**src/rtl/lut_layer_pkg.sv**
```systemverilog
package lut_layer_pkg;
  localparam int unsigned DEF_IN_W  = 48;
  localparam int unsigned DEF_CLS   = 5;
  localparam int unsigned DEF_PER   = 2;
  localparam int unsigned DEF_K     = 6;
  localparam int unsigned DEF_SEL_W = $clog2(DEF_IN_W);
  localparam int unsigned DEF_N     = DEF_CLS * DEF_PER;
  localparam int unsigned DEF_TT_W  = 1 << DEF_K;
  localparam int unsigned DEF_MAP_W = DEF_N * DEF_K * DEF_SEL_W;
  localparam int unsigned DEF_TRU_W = DEF_N * DEF_TT_W;

  // Placeholder wiring for default elaboration; real maps come from training.
  function automatic logic [DEF_MAP_W-1:0] def_map();
    logic [DEF_MAP_W-1:0] r;
    r = '0;
    for (int l = 0; l < int'(DEF_N); l++)
      for (int j = 0; j < int'(DEF_K); j++)
        r[(l*DEF_K+j)*DEF_SEL_W +: DEF_SEL_W] = DEF_SEL_W'((l*5 + j*13 + 1) % DEF_IN_W);
    return r;
  endfunction

  function automatic logic [DEF_TRU_W-1:0] def_truth();
    logic [DEF_TRU_W-1:0] r;
    logic [31:0] s;
    s = 32'h1d87_2b41;
    for (int b = 0; b < int'(DEF_TRU_W); b++) begin
      s ^= s << 13;
      s ^= s >> 17;
      s ^= s << 5;
      r[b] = s[7];
    end
    return r;
  endfunction

  localparam logic [DEF_MAP_W-1:0] DEF_MAP   = def_map();
  localparam logic [DEF_TRU_W-1:0] DEF_TRUTH = def_truth();
endpackage

```
**src/rtl/lut_cell.sv**
```systemverilog
module lut_cell #(
  parameter int unsigned IN_W  = 48,
  parameter int unsigned K     = 6,
  parameter int unsigned SEL_W = 6,
  parameter logic [K*SEL_W-1:0]  SELS  = '0,
  parameter logic [(1<<K)-1:0]   TABLE = '0
) (
  input  logic [IN_W-1:0] therm_i,
  output logic            bit_o
);
  logic [K-1:0] addr;

  always_comb begin
    for (int j = 0; j < int'(K); j++)
      addr[j] = therm_i[SELS[j*SEL_W +: SEL_W]];
  end

  assign bit_o = TABLE[addr];
endmodule

```
**src/rtl/lut_class_bank.sv**
```systemverilog
module lut_class_bank #(
  parameter int unsigned IN_W  = 48,
  parameter int unsigned PER   = 2,
  parameter int unsigned K     = 6,
  parameter int unsigned SEL_W = 6,
  parameter logic [PER*K*SEL_W-1:0]  SELS   = '0,
  parameter logic [PER*(1<<K)-1:0]   TABLES = '0
) (
  input  logic [IN_W-1:0] therm_i,
  output logic [PER-1:0]  bits_o
);
  localparam int unsigned TT_W  = 1 << K;
  localparam int unsigned SEL_T = K * SEL_W;

  for (genvar m = 0; m < int'(PER); m++) begin : g_lut
    lut_cell #(
      .IN_W (IN_W),
      .K    (K),
      .SEL_W(SEL_W),
      .SELS (SELS[m*SEL_T +: SEL_T]),
      .TABLE(TABLES[m*TT_W +: TT_W])
    ) u_cell (
      .therm_i(therm_i),
      .bit_o  (bits_o[m])
    );
  end
endmodule

```
**src/rtl/lut_out_stage.sv**
```systemverilog
module lut_out_stage #(
  parameter int unsigned W    = 10,
  parameter bit          PIPE = 1'b1
) (
  input  logic         clk_i,
  input  logic         rst_ni,
  input  logic [W-1:0] d_i,
  output logic [W-1:0] q_o
);
  if (PIPE) begin : g_reg
    always_ff @(posedge clk_i or negedge rst_ni) begin
      if (!rst_ni) q_o <= '0;
      else         q_o <= d_i;
    end
  end else begin : g_wire
    assign q_o = d_i;
  end
endmodule

```
**src/rtl/lut_layer_array.sv**
```systemverilog
module lut_layer_array
  import lut_layer_pkg::*;
#(
  parameter int unsigned IN_W         = DEF_IN_W,
  parameter int unsigned NUM_CLS      = DEF_CLS,
  parameter int unsigned LUTS_PER_CLS = DEF_PER,
  parameter int unsigned LUT_K        = DEF_K,
  parameter int unsigned SEL_W        = $clog2(IN_W),
  parameter bit          PIPE         = 1'b1,
  parameter logic [NUM_CLS*LUTS_PER_CLS*LUT_K*SEL_W-1:0]  CONN_MAP = DEF_MAP,
  parameter logic [NUM_CLS*LUTS_PER_CLS*(1<<LUT_K)-1:0]   TRUTH    = DEF_TRUTH
) (
  input  logic                            clk_i,
  input  logic                            rst_ni,
  input  logic [IN_W-1:0]                 therm_i,
  output logic [NUM_CLS*LUTS_PER_CLS-1:0] lut_o
);
  localparam int unsigned N      = NUM_CLS * LUTS_PER_CLS;
  localparam int unsigned TT_W   = 1 << LUT_K;
  localparam int unsigned MAP_CL = LUTS_PER_CLS * LUT_K * SEL_W;
  localparam int unsigned TRU_CL = LUTS_PER_CLS * TT_W;

  logic [N-1:0] raw;

  for (genvar k = 0; k < int'(NUM_CLS); k++) begin : g_cls
    lut_class_bank #(
      .IN_W  (IN_W),
      .PER   (LUTS_PER_CLS),
      .K     (LUT_K),
      .SEL_W (SEL_W),
      .SELS  (CONN_MAP[k*MAP_CL +: MAP_CL]),
      .TABLES(TRUTH[k*TRU_CL +: TRU_CL])
    ) u_bank (
      .therm_i(therm_i),
      .bits_o (raw[k*LUTS_PER_CLS +: LUTS_PER_CLS])
    );
  end

  lut_out_stage #(.W(N), .PIPE(PIPE)) u_stage (
    .clk_i (clk_i),
    .rst_ni(rst_ni),
    .d_i   (raw),
    .q_o   (lut_o)
  );
endmodule

```
**config.mk**
```make
export PLATFORM = sky130hd
export DESIGN_NAME = lut_layer_array
export DESIGN_NICKNAME = d
export VERILOG_FILES = /design/src/rtl/lut_layer_pkg.sv /design/src/rtl/lut_cell.sv /design/src/rtl/lut_class_bank.sv /design/src/rtl/lut_out_stage.sv /design/src/rtl/lut_layer_array.sv
export SDC_FILE = /design/constraint.sdc
export NUM_CORES = 1
export LEC_CHECK = 0
export BUFFER_PORTS_ARGS = -buffer_cell sky130_fd_sc_hd__buf_4
export CORE_MARGIN = 2
export CORE_UTILIZATION = 45
export DETAILED_ROUTE_END_ITERATION = 10
export GPL_TIMING_DRIVEN = 1
export HOLD_SLACK_MARGIN = 0.02
export PLACE_DENSITY_LB_ADDON = 0.05
export SYNTH_ARGS = -nofsm -noshare
export SYNTH_HDL_FRONTEND = slang
export SYNTH_SLANG_ARGS = --single-unit
```
**constraint.sdc**
```tcl
create_clock -name clk_i -period 0.8 [get_ports clk_i]
set_clock_uncertainty 0.05 [all_clocks]
set_input_delay 0.04 -clock clk_i [delete_from_list [all_inputs] [get_ports clk_i]]
set_output_delay 0.04 -clock clk_i [all_outputs]
set_load 0.02 [all_outputs]
```
==> parameters.txt, run 1 <==
Parameter                              Value

Run status
  Result of the run    complete, but fails checks
  Violations in the final reports    setup timing

Clock tree
  Number of buffers on the longest clock path    2
  Cts-stage hold buffer count    4
  Clock tree from TritonCTS    built
  Total CTS buffers    3
  Buffer type at the clock tree root    clkbuf_8
  CTS clk-pin slew, worst paths    50 ps
  Deepest level of the CTS H-tree    1
  Clock sink total    10

Drt
  Final antenna-violating net count    0
  Initial DRT Pass Iterations    4
  Remaining DRCs    0
  Detailed-route vias per instance    5.280
  Final WL    5.199 mm
  WL/cell    12.53 um
  Iteration-0 DRC count of the detailed router    133
  Total vias in the final route    2191

Final layout
  Register name with the most flops    u_stage.q_o
  Diodes inserted    0
  Post-route insts no fill    415
  Top flop regs    u_stage.q_o: 10 flops
  Number of flip-flops under the largest register name    10
  Synthesis-to-layout area growth    68.75%
  Filler cell count in the final layout    339
  Net count reported at finish    455
  Proportion of layout cells with a drive suffix above 1    50.69%

Global route
  Total congestion overflow    0
  Number of antenna violations at the first check in global routing    0
  Global router's overall resource usage    19.75%
  Pin count of the biggest net entering global routing    14
  Number of global-route vias before repair    2061
  First-pass GRT wire length    8.652 mm

Setup path
  Arrival time reported for the critical path endpoint    1340 ps
  Crit path kind    in -> reg
  Startpoint kind of the worst setup timing path    input pin
  Highest fanout seen on the critical path    2
  Worst setup EP type    register
  Worst endpoint required time    870 ps

Timing
  Setup slack after layout    -475.1 ps
  Relative slew slack    77.45%
  Max frequency    0.7843 GHz
  Setup Viol. Count Final    20
  Unrepaired setup endpoints after global routing    yes
  Min cycle time layout    1275 ps
  Final hold viol count    0
  Share of the cycle needed by the critical path after routing    159.4%
  Hold Slack    14.79 ps
  Max-slew violation total from the final report    0
  Worst Max-Slew Pin Slew    334.0 ps

Hold path
  Class of the most critical hold timing path    in -> reg

Placement
  Count of input and output buffers    56
  DP Wirelength    4.219 mm
  Placed cells    402
  Final Wtd Congestion    0.7740
  Worst setup slack before clock tree synthesis    -775.3 ps

Yosys
  Flip-flop and latch count after synthesis    10
  Most used flip-flop cell after synthesis    dfrtp_1
  Leading post-synthesis cells by cell area    ha_1 25%, dfrtp_1 12%, mux4_2 8.3%
  Total number of yosys warnings    0
  Count leader, synth    ha_1
  Number of library cell types mapped by synthesis    51
  Biggest area consumer among synthesized cells    ha_1
  Synthesized Nets    342
  Asr flop ratio synth    100.0%
  Netlist area before placement    2162 sq um
  Average cell area after synthesis    8.683 sq um
  Portion of the post-synthesis area used by sequential elements    11.57%
  Number of enable flip-flop cells after synthesis    0
  Number of standard cells after synthesis    249
  Area share of the leading cell type in the synthesized netlist    24.88%
  Most frequent cells after synthesis    43 x ha_1, 30 x inv_1, 15 x mux2i_1, 15 x nor2_1, 14 x o21ai_0

Floorplanning
  Die area    5375 sq um
  Die Height    73.32 um
  Floorplan Core Area    4692 sq um
  Placement Rows    25
  Initial standard-cell utilization of the core    46.08%
  Horizontal die dimension    73.32 um
  Num ports    60

Run
  Max Cap Violations    0

Pwr
  Total power divided by cell area    841.2 nW/um^2
  Worst supply voltage drop on vdd    580.8 uV
  Leakage power    0.001711 uW
through the flow:
step / instance area (sq um) / setup TNS, ps / util [%] / power (uW)
2_1_floorplan: 2467 / -3791 / - / 1496
3_3_place_gp: 3298 / -5953 / 70.29 / 2217
3_5_place_dp: 3298 / -6131 / 70.29 / 2247
4_1_cts: 3615 / -3330 / 77.04 / 3075
5_1_grt: 3649 / -3920 / 77.76 / 3290
6_report: 3649 / -3256 / 77.76 / 3069
what timing repair did:
| item | CTS | global route |
|---|---|---|
| pin swaps | 9 | 5 |
| gates resized for setup | 50 | 11 |
| setup endpoints to repair | 20 | 20 |
| hold endpoints to repair | 15 | 2 |
| buffers inserted | 5 | 0 |
metal layers:
metal | routed length (um) | global-route usage, % | vias to the layer above | share of wire, %
li1 | - | - | 1121 | -
met4 | 13 | 1.818 | 0 | 0.25
met5 | 0 | 0 | - | 0
met2 | 2592 | 34.83 | 52 | 50
met1 | 2396 | 26.59 | 1016 | 46
met3 | 196 | 2.881 | 2 | 3.8
placed cells by master, fill, tap and decap left out, types with 3 or more instances in the layout:
| cell type | n |
|---|---|
| nor2_1 | 14 |
| buf_12 | 7 |
| a31oi_1 | 3 |
| o21ai_1 | 5 |
| buf_4 | 90 |
| o21ai_0 | 9 |
| ha_4 | 10 |
| mux2_4 | 6 |
| dlygate4sd3_1 | 4 |
| a21oi_1 | 9 |
| inv_4 | 4 |
| dfrtp_1 | 10 |
| mux4_2 | 8 |
| buf_6 | 17 |
| nor2b_1 | 6 |
| buf_8 | 5 |
| o211ai_1 | 4 |
| nand3b_1 | 7 |
| ha_1 | 30 |
| mux2i_1 | 14 |
| ha_2 | 3 |
| inv_12 | 4 |
| clkbuf_8 | 4 |
| nand2b_1 | 6 |
| nand2_1 | 8 |
| inv_1 | 14 |
worst max-delay path, cell delays in order:
cell	delay [ps]
buf_12	90
inv_12	30
ha_4	270
nor2_4	30
a21o_2	170
mux4_2	440
mux2_4	260
final cells by class:
class                           instances  area, sq um  area share, %
Inverter                               30        221.5          6.070
Clock buffer                            4        55.05          1.509
Timing Repair Buffer                  123         1122          30.76
Multi-Input combinational cell        194         1932          52.95
Sequential cell                        10        250.2          6.859
Tap cell                               54        67.56          1.852
cell families (layout without fill, tap and decap cells):
group	Yosys count	in the layout	synth area share (%)
AOI/OAI and AO/OA	62	62	19.74
and+or+nand+nor	56	56	13.83
buffers and inverters	45	157	8.564
adders and majority gates	43	43	24.88
muxes	32	32	21.01
DFF	10	10	11.57
xor gates and xnor gates	1	1	0.4052
where the power goes:
group,leakage [uW],switching (uW),internal (uW),total (uW)
clock,0.0000288,203,433,636
sequential,0.000117,34.2,574,608
combinational,0.00156,774,1050,1820
final timing paths:
check                            start        endpoint  slack, ps  cells past startpoint
worst max-delay path       therm_i[16]  u_stage.q_o[3]       -480                      7
worst min-delay path       therm_i[33]  u_stage.q_o[3]         10                      2
max in group asynchronous       rst_ni  u_stage.q_o[4]        410                      2
min in group asynchronous       rst_ni  u_stage.q_o[7]        130                      2
Power figures use the tool's default switching activity.
==> run 2: changes to the inputs <==
--- a/config.mk
+++ b/config.mk
@@ -7,7 +7,8 @@
 export LEC_CHECK = 0
 export BUFFER_PORTS_ARGS = -buffer_cell sky130_fd_sc_hd__buf_4
 export CORE_MARGIN = 2
-export CORE_UTILIZATION = 45
+export CORE_UTILIZATION = 58
+export CTS_CLUSTER_DIAMETER = 120
 export DETAILED_ROUTE_END_ITERATION = 10
 export GPL_TIMING_DRIVEN = 1
 export HOLD_SLACK_MARGIN = 0.02
==> run 2 against run 1 <==
The flow now stops in clock tree synthesis (4_1_cts). Synthesized area unchanged. Synthesized cell count unchanged.
==> parameters.txt, run 2 <==
Parameter                              Value

Yosys
  Number of library cell types mapped by synthesis    51
  Most frequent cells after synthesis    43 x ha_1, 30 x inv_1, 15 x mux2i_1, 15 x nor2_1, 14 x o21ai_0
  Area share of the leading cell type in the synthesized netlist    24.88%
  Total number of yosys warnings    0
  Average cell area after synthesis    8.683 sq um
  Portion of the post-synthesis area used by sequential elements    11.57%
  Count leader, synth    ha_1
  Biggest area consumer among synthesized cells    ha_1
  Number of enable flip-flop cells after synthesis    0
  Synthesized Nets    342
  Netlist area before placement    2162 sq um
  Asr flop ratio synth    100.0%
  Most used flip-flop cell after synthesis    dfrtp_1
  Flip-flop and latch count after synthesis    10
  Leading post-synthesis cells by cell area    ha_1 25%, dfrtp_1 12%, mux4_2 8.3%
  Number of standard cells after synthesis    249

Clock tree
  Number of resized instances in the post-cts repair step    78
  Setup bufs post-CTS    7
  Deepest level of the CTS H-tree    1
  Clock sink total    10
  Number of buffers on the longest clock path    2
  Cts-stage hold buffer count    4
  Total CTS buffers    3
  Buffer type at the clock tree root    clkbuf_8

Run status
  Result of the run    stopped before the end
  Error    [ERROR DPL-0038] Utilization greater than 100%, impossible to legalize
  Stop stage    clock tree synthesis (4_1_cts)

Placement
  Final Wtd Congestion    0.8692
  Count of input and output buffers    56
  Worst setup slack before clock tree synthesis    -808.2 ps
  DP Wirelength    5.110 mm

Floorplanning
  Num ports    60
  Placement Rows    22
  Die Height    65.06 um
  Horizontal die dimension    65.06 um
  Initial standard-cell utilization of the core    59.50%
## run 2: cells by family after synthesis
kind of cell / Yosys count / synth area share, %
DFF: 10 / 11.57
AOI/OAI and AO/OA: 62 / 19.74
buffers and inverters: 45 / 8.564
muxes: 32 / 21.01
and+or+nand+nor: 56 / 13.83
xor gates and xnor gates: 1 / 0.4052
adders and majority gates: 43 / 24.88
## run 2: metrics by stage
stage,area (sq um),std cells
after floorplan,2467,249
after detailed placement,3241,391
after global placement,3241,391
==> run 3: changes to the inputs <==
--- a/config.mk
+++ b/config.mk
@@ -7,12 +7,10 @@
 export LEC_CHECK = 0
 export BUFFER_PORTS_ARGS = -buffer_cell sky130_fd_sc_hd__buf_4
 export CORE_MARGIN = 2
-export CORE_UTILIZATION = 58
-export CTS_CLUSTER_DIAMETER = 120
+export CORE_UTILIZATION = 40
 export DETAILED_ROUTE_END_ITERATION = 10
 export GPL_TIMING_DRIVEN = 1
-export HOLD_SLACK_MARGIN = 0.02
-export PLACE_DENSITY_LB_ADDON = 0.05
+export PLACE_DENSITY_LB_ADDON = 0.15
 export SYNTH_ARGS = -nofsm -noshare
 export SYNTH_HDL_FRONTEND = slang
 export SYNTH_SLANG_ARGS = --single-unit
==> run 3 against run 2 <==
The flow now finishes, with violations (setup timing).
==> parameters.txt, run 3 (same netlist as run 1, synthesis figures left out) <==
Parameter                              Value

Timing
  Max frequency    0.7753 GHz
  Setup slack after layout    -489.9 ps
  Share of the cycle needed by the critical path after routing    161.2%
  Unrepaired setup endpoints after global routing    yes
  Hold Slack    19.55 ps
  Setup Viol. Count Final    20
  Relative slew slack    68.80%
  Min cycle time layout    1290 ps
  Final hold viol count    0
  Worst Max-Slew Pin Slew    466.6 ps
  Max-slew violation total from the final report    0

Setup path
  Arrival time reported for the critical path endpoint    1350 ps
  Startpoint kind of the worst setup timing path    input pin
  Highest fanout seen on the critical path    2
  Crit path max-delay cell type    mux4_2
  Worst stage delay on the critical path    450 ps
  Crit-path cells    buf_12, inv_12, ha_4, nor2_4, a21o_2, mux4_2, mux2_4
  Worst endpoint required time    860 ps
  Worst setup EP type    register
  Crit path kind    in -> reg

Hold path
  Class of the most critical hold timing path    in -> reg
  Beginning of the worst hold path    therm_i[33]
  Hold Path Cell Cnt    2
  Hold EP    u_stage.q_o[3]

Drt
  Initial DRT Pass Iterations    4
  Total vias in the final route    2190
  Final WL    5.481 mm
  WL/cell    12.84 um
  Iteration-0 DRC count of the detailed router    32
  Detailed-route vias per instance    5.129
  Final antenna-violating net count    0
  Remaining DRCs    0

Placement
  Final Wtd Congestion    0.8495
  Worst setup slack before clock tree synthesis    -786.7 ps
  DP Wirelength    4.317 mm
  Count of input and output buffers    56

Final layout
  Net count reported at finish    451
  Register name with the most flops    u_stage.q_o
  Top flop regs    u_stage.q_o: 10 flops
  Final Util    70.63%
  Commonest cells after routing, fill and taps aside    90 x buf_4, 28 x ha_1, 15 x inv_1, 15 x mux2i_1, 15 x buf_6
  Number of flip-flops under the largest register name    10
  Synthesis-to-layout area growth    68.98%
  Proportion of layout cells with a drive suffix above 1    50.98%
  Diodes inserted    0
  Most common cell after layout, fill and taps aside    buf_4

Floorplanning
  Initial standard-cell utilization of the core    41.80%
  Die area    6009 sq um
  Placement Rows    26
  Floorplan Core Area    5172 sq um
  Die Height    77.52 um
  Num ports    60
  Horizontal die dimension    77.52 um

Global route
  Pin count of the biggest net entering global routing    13
  Number of antenna violations at the first check in global routing    0
  Total congestion overflow    0
  First-pass GRT wire length    9.432 mm
  Global router's overall resource usage    18.64%
  Number of global-route vias before repair    2166

Clock tree
  CTS clk-pin slew, worst paths    50 ps
  Total CTS buffers    3
  Deepest level of the CTS H-tree    1
  Buffer type at the clock tree root    clkbuf_8
  Number of buffers on the longest clock path    2
  Clock sink total    10
  Clock tree from TritonCTS    built

Pwr
  Post-route total power    3061 uW
  Leakage power    0.001692 uW
  Total power divided by cell area    837.9 nW/um^2
  Worst supply voltage drop on vdd    697.3 uV

Run
  Max Cap Violations    0

Run status
  Result of the run    complete, but fails checks
  Violations in the final reports    setup timing
[run 3: worst max path at each step]
stage	slack (ps)	to	cells after the start	start
after floorplan	-570	u_stage.q_o[3]	6	therm_i[16]
after CTS	-490	u_stage.q_o[3]	7	therm_i[16]
after global placement	-750	u_stage.q_o[3]	7	therm_i[16]
after detailed placement	-790	u_stage.q_o[3]	7	therm_i[16]
after global routing	-510	u_stage.q_o[3]	7	therm_i[29]
final	-490	u_stage.q_o[3]	7	therm_i[16]
[run 3: layout make-up]
type | count | area (sq um)
inverters | 30 | 220.2
flip-flops and latches | 10 | 250.2
repair buffers | 119 | 1055
well taps | 70 | 87.58
multi-input cells | 194 | 1986
clock buffers | 4 | 55.05
fillers | 419 | 1519
[run 3: power breakdown]
group / switching, uW / internal, uW / leakage [uW]
clock network: 181 / 431 / 0.0000288
registers: 33.3 / 575 / 0.000117
logic: 798 / 1040 / 0.00155
total: 1010 / 2050 / 0.00169
[run 3: what timing repair did]
item | 4_1_cts | 5_1_grt
buffers inserted | 4 | 2
hold buffers | 3 | 1
setup endpoints to repair | 20 | 20
gates resized for setup | 48 | 14
endpoints found under the hold margin | 13 | 1
pin swaps | 18 | 11
[run 3: worst max-delay path, delay by kind of cell]
kind | cells | cell delay [ps]
AOI/OAI and AO/OA | 1 | 180
adders and majority gates | 1 | 270
buffers and inverters | 2 | 120
muxes | 2 | 710
and+or+nand+nor | 1 | 30
[run 3: stage by stage]
step	std cells	setup TNS (ps)	area [sq um]
floorplan	249	-3791	2467
detailed placement	414	-6320	3263
finish	427	-3627	3654
global route	427	-4344	3654
CTS	424	-3712	3560
global placement	414	-6110	3263
[run 3: metal layers]
metal	wire [um]	GRT usage, %
met5	0	0
met4	17	1.250
met3	196	3.140
met2	2796	34.70
met1	2470	23.44
